**src/rtl/uw_route_pkg.sv**
```systemverilog
package uw_route_pkg;
    localparam int DEST_W = 3;
    localparam int RSRC_W = 2;
    localparam int N_DEST = 1 << DEST_W;
    localparam int N_RSRC = 1 << RSRC_W;

    typedef enum logic [DEST_W-1:0] {
        DST_ACC  = 3'd0,
        DST_XR   = 3'd1,
        DST_TMP  = 3'd2,
        DST_PCL  = 3'd3,
        DST_PCH  = 3'd4,
        DST_ADDR = 3'd5,
        DST_YR   = 3'd6,
        DST_WR   = 3'd7
    } dest_e;

    typedef enum logic [RSRC_W-1:0] {
        RSRC_XR    = 2'd0,
        RSRC_TMP   = 2'd1,
        RSRC_CONST = 2'd2,
        RSRC_YR    = 2'd3
    } rsrc_e;
endpackage

```
**src/rtl/uw_dest_decode.sv**
```systemverilog
module uw_dest_decode
    import uw_route_pkg::*;
(
    input  logic              strobe,
    input  dest_e             code,
    output logic [N_DEST-1:0] ld
);
    always_comb begin
        ld = '0;
        if (strobe) begin
            unique case (code)
                DST_ACC:  ld[0] = 1'b1;
                DST_XR:   ld[1] = 1'b1;
                DST_TMP:  ld[2] = 1'b1;
                DST_PCL:  ld[3] = 1'b1;
                DST_PCH:  ld[4] = 1'b1;
                DST_ADDR: ld[5] = 1'b1;
                DST_YR:   ld[6] = 1'b1;
                DST_WR:   ld[7] = 1'b1;
            endcase
        end
    end
endmodule

```
**src/rtl/uw_rbus_decode.sv**
```systemverilog
module uw_rbus_decode
    import uw_route_pkg::*;
(
    input  logic              active,
    input  rsrc_e             code,
    output logic [N_RSRC-1:0] oe_n
);
    always_comb begin
        oe_n = '1;
        if (active) begin
            unique case (code)
                RSRC_XR:    oe_n[0] = 1'b0;
                RSRC_TMP:   oe_n[1] = 1'b0;
                RSRC_CONST: oe_n[2] = 1'b0;
                RSRC_YR:    oe_n[3] = 1'b0;
            endcase
        end
    end
endmodule

```
**src/rtl/uw_byte_reg.sv**
```systemverilog
module uw_byte_reg #(
    parameter int W = 8
) (
    input  logic         clk,
    input  logic         rst_n,
    input  logic         en,
    input  logic [W-1:0] d,
    output logic [W-1:0] q
);
    always_ff @(posedge clk or negedge rst_n) begin
        if (!rst_n)
            q <= '0;
        else if (en)
            q <= d;
    end
endmodule

```
**src/rtl/uw_route_top.sv**
```systemverilog
module uw_route_top
    import uw_route_pkg::*;
#(
    parameter int WORD_W   = 24,
    parameter int DATA_W   = 8,
    parameter int AR_BYTES = 2,
    parameter int DEST_LSB = 21,
    parameter int RSRC_LSB = 19
) (
    input  logic                       clk,
    input  logic                       rst_n,
    input  logic [WORD_W-1:0]          uword,
    input  logic                       ld_strobe,
    input  logic                       rbus_act,
    input  logic [DATA_W-1:0]          dbus,
    output logic [N_DEST-1:0]          ld_en,
    output logic [N_RSRC-1:0]          rbus_oe_n,
    output logic [AR_BYTES*DATA_W-1:0] ar_q,
    output logic [DATA_W-1:0]          y_q
);
    localparam int AR_W = AR_BYTES * DATA_W;

    dest_e dest_code;
    rsrc_e rsrc_code;
    assign dest_code = dest_e'(uword[DEST_LSB +: DEST_W]);
    assign rsrc_code = rsrc_e'(uword[RSRC_LSB +: RSRC_W]);

    uw_dest_decode i_dest (
        .strobe (ld_strobe),
        .code   (dest_code),
        .ld     (ld_en)
    );

    uw_rbus_decode i_rbus (
        .active (rbus_act),
        .code   (rsrc_code),
        .oe_n   (rbus_oe_n)
    );

    // Address chain: top byte takes the data bus, each lower byte the one above.
    logic [AR_W-1:0] ar_d;
    generate
        for (genvar b = 0; b < AR_BYTES; b++) begin : g_ar
            if (b == AR_BYTES - 1) begin : g_top
                assign ar_d[b*DATA_W +: DATA_W] = dbus;
            end else begin : g_link
                assign ar_d[b*DATA_W +: DATA_W] = ar_q[(b+1)*DATA_W +: DATA_W];
            end
            uw_byte_reg #(.W(DATA_W)) i_byte (
                .clk   (clk),
                .rst_n (rst_n),
                .en    (ld_en[DST_ADDR]),
                .d     (ar_d[b*DATA_W +: DATA_W]),
                .q     (ar_q[b*DATA_W +: DATA_W])
            );
        end
    endgenerate

    uw_byte_reg #(.W(DATA_W)) i_yreg (
        .clk   (clk),
        .rst_n (rst_n),
        .en    (ld_en[DST_YR]),
        .d     (dbus),
        .q     (y_q)
    );
endmodule

```
**config.mk**
```make
export PLATFORM = sky130hd
export DESIGN_NAME = uw_route_top
export DESIGN_NICKNAME = d
export VERILOG_FILES = /design/src/rtl/uw_route_pkg.sv /design/src/rtl/uw_dest_decode.sv /design/src/rtl/uw_rbus_decode.sv /design/src/rtl/uw_byte_reg.sv /design/src/rtl/uw_route_top.sv
export SDC_FILE = /design/constraint.sdc
export NUM_CORES = 1
export LEC_CHECK = 0
export ABC_AREA = 0
export BUFFER_PORTS_ARGS = -buffer_cell sky130_fd_sc_hd__buf_2
export CAP_MARGIN = 20
export CORE_ASPECT_RATIO = 0.8
export CORE_MARGIN = 1
export CORE_UTILIZATION = 43
export CTS_CLUSTER_SIZE = 16
export DETAILED_ROUTE_END_ITERATION = 16
export GPL_TIMING_DRIVEN = 0
export PLACE_DENSITY = 0.78
export REMOVE_ABC_BUFFERS = 1
export SLEW_MARGIN = 30
export SYNTH_ARGS = -nofsm -noshare
export SYNTH_HDL_FRONTEND = slang
export SYNTH_SLANG_ARGS = --single-unit
export TNS_END_PERCENT = 50
```
**constraint.sdc**
```tcl
create_clock -name clk -period 1.55 [get_ports clk]
set_input_delay 0.0775 -clock clk [delete_from_list [all_inputs] [get_ports clk]]
set_output_delay 0.0775 -clock clk [all_outputs]
set_load 0.05 [all_outputs]
```
==> results.json <==
{
  "cp.arrival_ns": 1.02,
  "layout_min_cycle_time_ns": 1.09,
  "grt_pass1_wl_um": 3350,
  "drv_cap": 0,
  "switching_share_pct": 46.5,
  "pwr-share-seq_pct": 39.5,
  "area_growth_pct": 28.5,
  "design.core.area_um2": 2230,
  "critPathKind": "in -> out",
  "cp_num_buf_inv": 3,
  "grt_usage_pct": 17.0,
  "drt_iter0_drc": 26,
  "port_buffers": 52,
  "antenna_left": 0,
  "drt_first_pass_iters": 9,
  "synth_cell_type_count": 18,
  "fin_crit_sh_pct": 70.6,
  "wl_met2_um": 1010,
  "setup_viol": 0,
  "crit_path_frequent_cell": "buf_2",
  "dieArea_um2": 2670,
  "required_ns": 1.47,
  "antenna_found_initial": 0,
  "htree_levels": 1,
  "synth_top_family_by_area": "multiplexers",
  "synth-simple-area-share_pct": 11.1,
  "die_h_um": 46.4,
  "overflow": 0,
  "grt_pass1_vias": 757,
  "n_antenna_cell": 0,
  "hold_ws_ns": 0.0186,
  "drc": 5,
  "wl_met3_um": 153,
  "maxSlewViolCount": 0,
  "p_leak_uw": 0.000750,
  "cp_slowest_cell": "nand4b_2",
  "final_area_um2": 1360,
  "postPlaceCellArea_um2": 1320,
  "root_buffer": "clkbuf_4",
  "dp_hpwl_um": 1500,
  "yosys_warnings": 0,
  "numClockSinks": 24,
  "fmax_ghz": 0.914,
  "cts_tree": "yes",
  "synth_cells": 70,
  "status": "finished, violations left",
  "initial_core_util_pct": 47.5,
  "via_per_inst": 5.11,
  "place_congestion": 0.682,
  "setup_tns_ns": 0,
  "combPwrFrac_pct": 49.4,
  "ys_seq_area_share_pct": 56.6,
  "ios": 72,
  "final_layout_size_suffix_gt1_share_pct": 66.7,
  "synth-compound-area-share_pct": 0,
  "critPathLaunchType": "input port",
  "hold_viol_final": 0,
  "ys_ff_latch": 24,
  "rows": 15,
  "synthAdderAreaFrac_pct": 0,
  "synth.avg_cell_area_um2": 15.2,
  "powerDensity_nw_per_um2": 1640,
  "clock_skew_ns": 0.00391,
  "violations": "design-rule violations",
  "pwr-share-clk_pct": 11.0,
  "drt_wl_total_um": 1960,
  "end_kind": "primary output",
  "critPathMaxFanout": 9,
  "cts_buffers": 3,
  "syn_area_um2": 1060,
  "crit_chain": "buf_2 > nand4b_2 > inv_1 > buf_2",
  "clk_latency_ns": 0.30,
  "die_x_um": 57.5,
  "synth.mux.area_fraction_pct": 28.7,
  "worst_pin_slew_ns": 0.510,
  "highest_layer": "met3",
  "cts.clk_slew.worst_paths_ns": 0.11,
  "cts-resized-gates": 0,
  "cp_top_family": "buffers and inverters",
  "min_path_type": "in -> reg",
  "ctsLongestPathBuffers": 2,
  "num_vias": 756,
  "p_int_uw": 1200,
  "p_sw_uw": 1040,
  "rsz0062_at_grt": "no",
  "grt_max_degree": 25,
  "routedWlPerCell_um": 13.3,
  "max_slew_margin_pct": 66.0,
  "cp_slowest_stage_delay_ns": 0.41,
  "finish.net_count": 161,
  "synth_xor_xnor_area_share_pct": 0,
  "ir_drop_uv": 789,
  "wirelength_met1_um": 806
}
==> stage by stage <==
| step | std cells | power (uW) | utilization (%) | worst slack [ns] |
|---|---|---|---|---|
| after floorplan | 66 | 1740 | - | 0.0819 |
| after CTS | 147 | 2270 | 60.6 | 0.439 |
| after global placement | 143 | 1990 | 59.2 | 0.405 |
| after global routing | 148 | 2360 | 61.1 | 0.366 |
| after detailed placement | 143 | 2010 | 59.2 | 0.383 |
| final | 148 | 2240 | 61.1 | 0.456 |
==> path summary, 6_finish.rpt <==
path / slack, ns / endpoint / depth (start not counted) / startpoint
max: 0.46 / ld_en[6] / 4 / uword[21]
min: 0.02 / g_ar[1].i_byte.q[4] / 2 / dbus[4]
max reg2reg: 0.76 / g_ar[1].i_byte.q[7] / 1 / g_ar[1].i_byte.q[7]
min reg2reg: 0.51 / i_yreg.q[0] / 1 / i_yreg.q[0]
max in group asynchronous: 0.93 / g_ar[0].i_byte.q[2] / 2 / rst_n
min in group asynchronous: 0.27 / g_ar[1].i_byte.q[7] / 2 / rst_n
==> cell usage after synthesis <==
cell type | n | share of area, %
nand2b_1 | 1 | 0.59
nand3_1 | 1 | 0.47
nand3b_1 | 2 | 1.4
dfrtp_1 | 24 | 57
nor2_1 | 3 | 1.1
inv_1 | 2 | 0.71
buf_4 | 2 | 1.4
nand4b_4 | 1 | 2.2
mux2_2 | 15 | 16
or3b_2 | 1 | 0.83
nand2_1 | 2 | 0.71
nor3b_1 | 1 | 0.71
mux2_4 | 9 | 13
buf_2 | 1 | 0.47
buf_6 | 1 | 1.1
nor3_1 | 2 | 0.94
or2b_1 | 1 | 0.71
nand4b_2 | 1 | 1.4
==> cell families (layout without fill, tap and decap cells) <==
logic type	count (synthesis)	in the layout
muxes	24	24
DFF	24	24
and+or+nand+nor	16	16
buffers and inverters	6	59
==> layer usage <==
| layer | GRT usage [%] | vias to the layer above |
|---|---|---|
| met1 | 19.1 | 373 |
| li1 | - | 354 |
| met4 | 3.41 | 0 |
| met5 | 0 | - |
| met3 | 5.90 | 0 |
| met2 | 31.9 | 29 |
==> sequential cells by signal, summed over array words and instances (netlist names) <==
signal	flops
g_ar.i_byte.q	16
i_yreg.q	8
==> final cells by class <==
class                      count  area, um2
fill                         195        870
sequential                    24        601
multi-input combinational     40        422
timing repair buffer          54        280
tap                           25       31.3
clock buffer                   3       22.5
inverter                       2       7.51
==> power groups by stage <==
stage | clock (uW) | combinational [uW] | sequential, uW
2_1_floorplan | 0 | 250 | 1490
3_3_place_gp | 0 | 1100 | 891
3_5_place_dp | 0 | 1110 | 899
4_1_cts | 267 | 1110 | 887
5_1_grt | 290 | 1150 | 914
6_report | 247 | 1110 | 885
==> cells in the final DEF, fill, tap and decap left out, drive strengths merged <==
master	n
nor3b	1
clkbuf	3
or2b	1
nand2b	1
buf	52
nand4b	2
or3b	1
nand3b	2
nand2	2
dlygate4sd3	2
nor2	3
mux2	24
inv	2
nor3	2
dfrtp	24
nand3	1
==> repair_timing <==
action / 4_1_cts / 5_1_grt
hold buffers: 1 / 1
setup endpoints to repair: 0 / 0
setup buffers: 0 / 0
endpoints found under the hold margin: 24 / 2
Note: power is estimated with default switching activity, not from simulation.
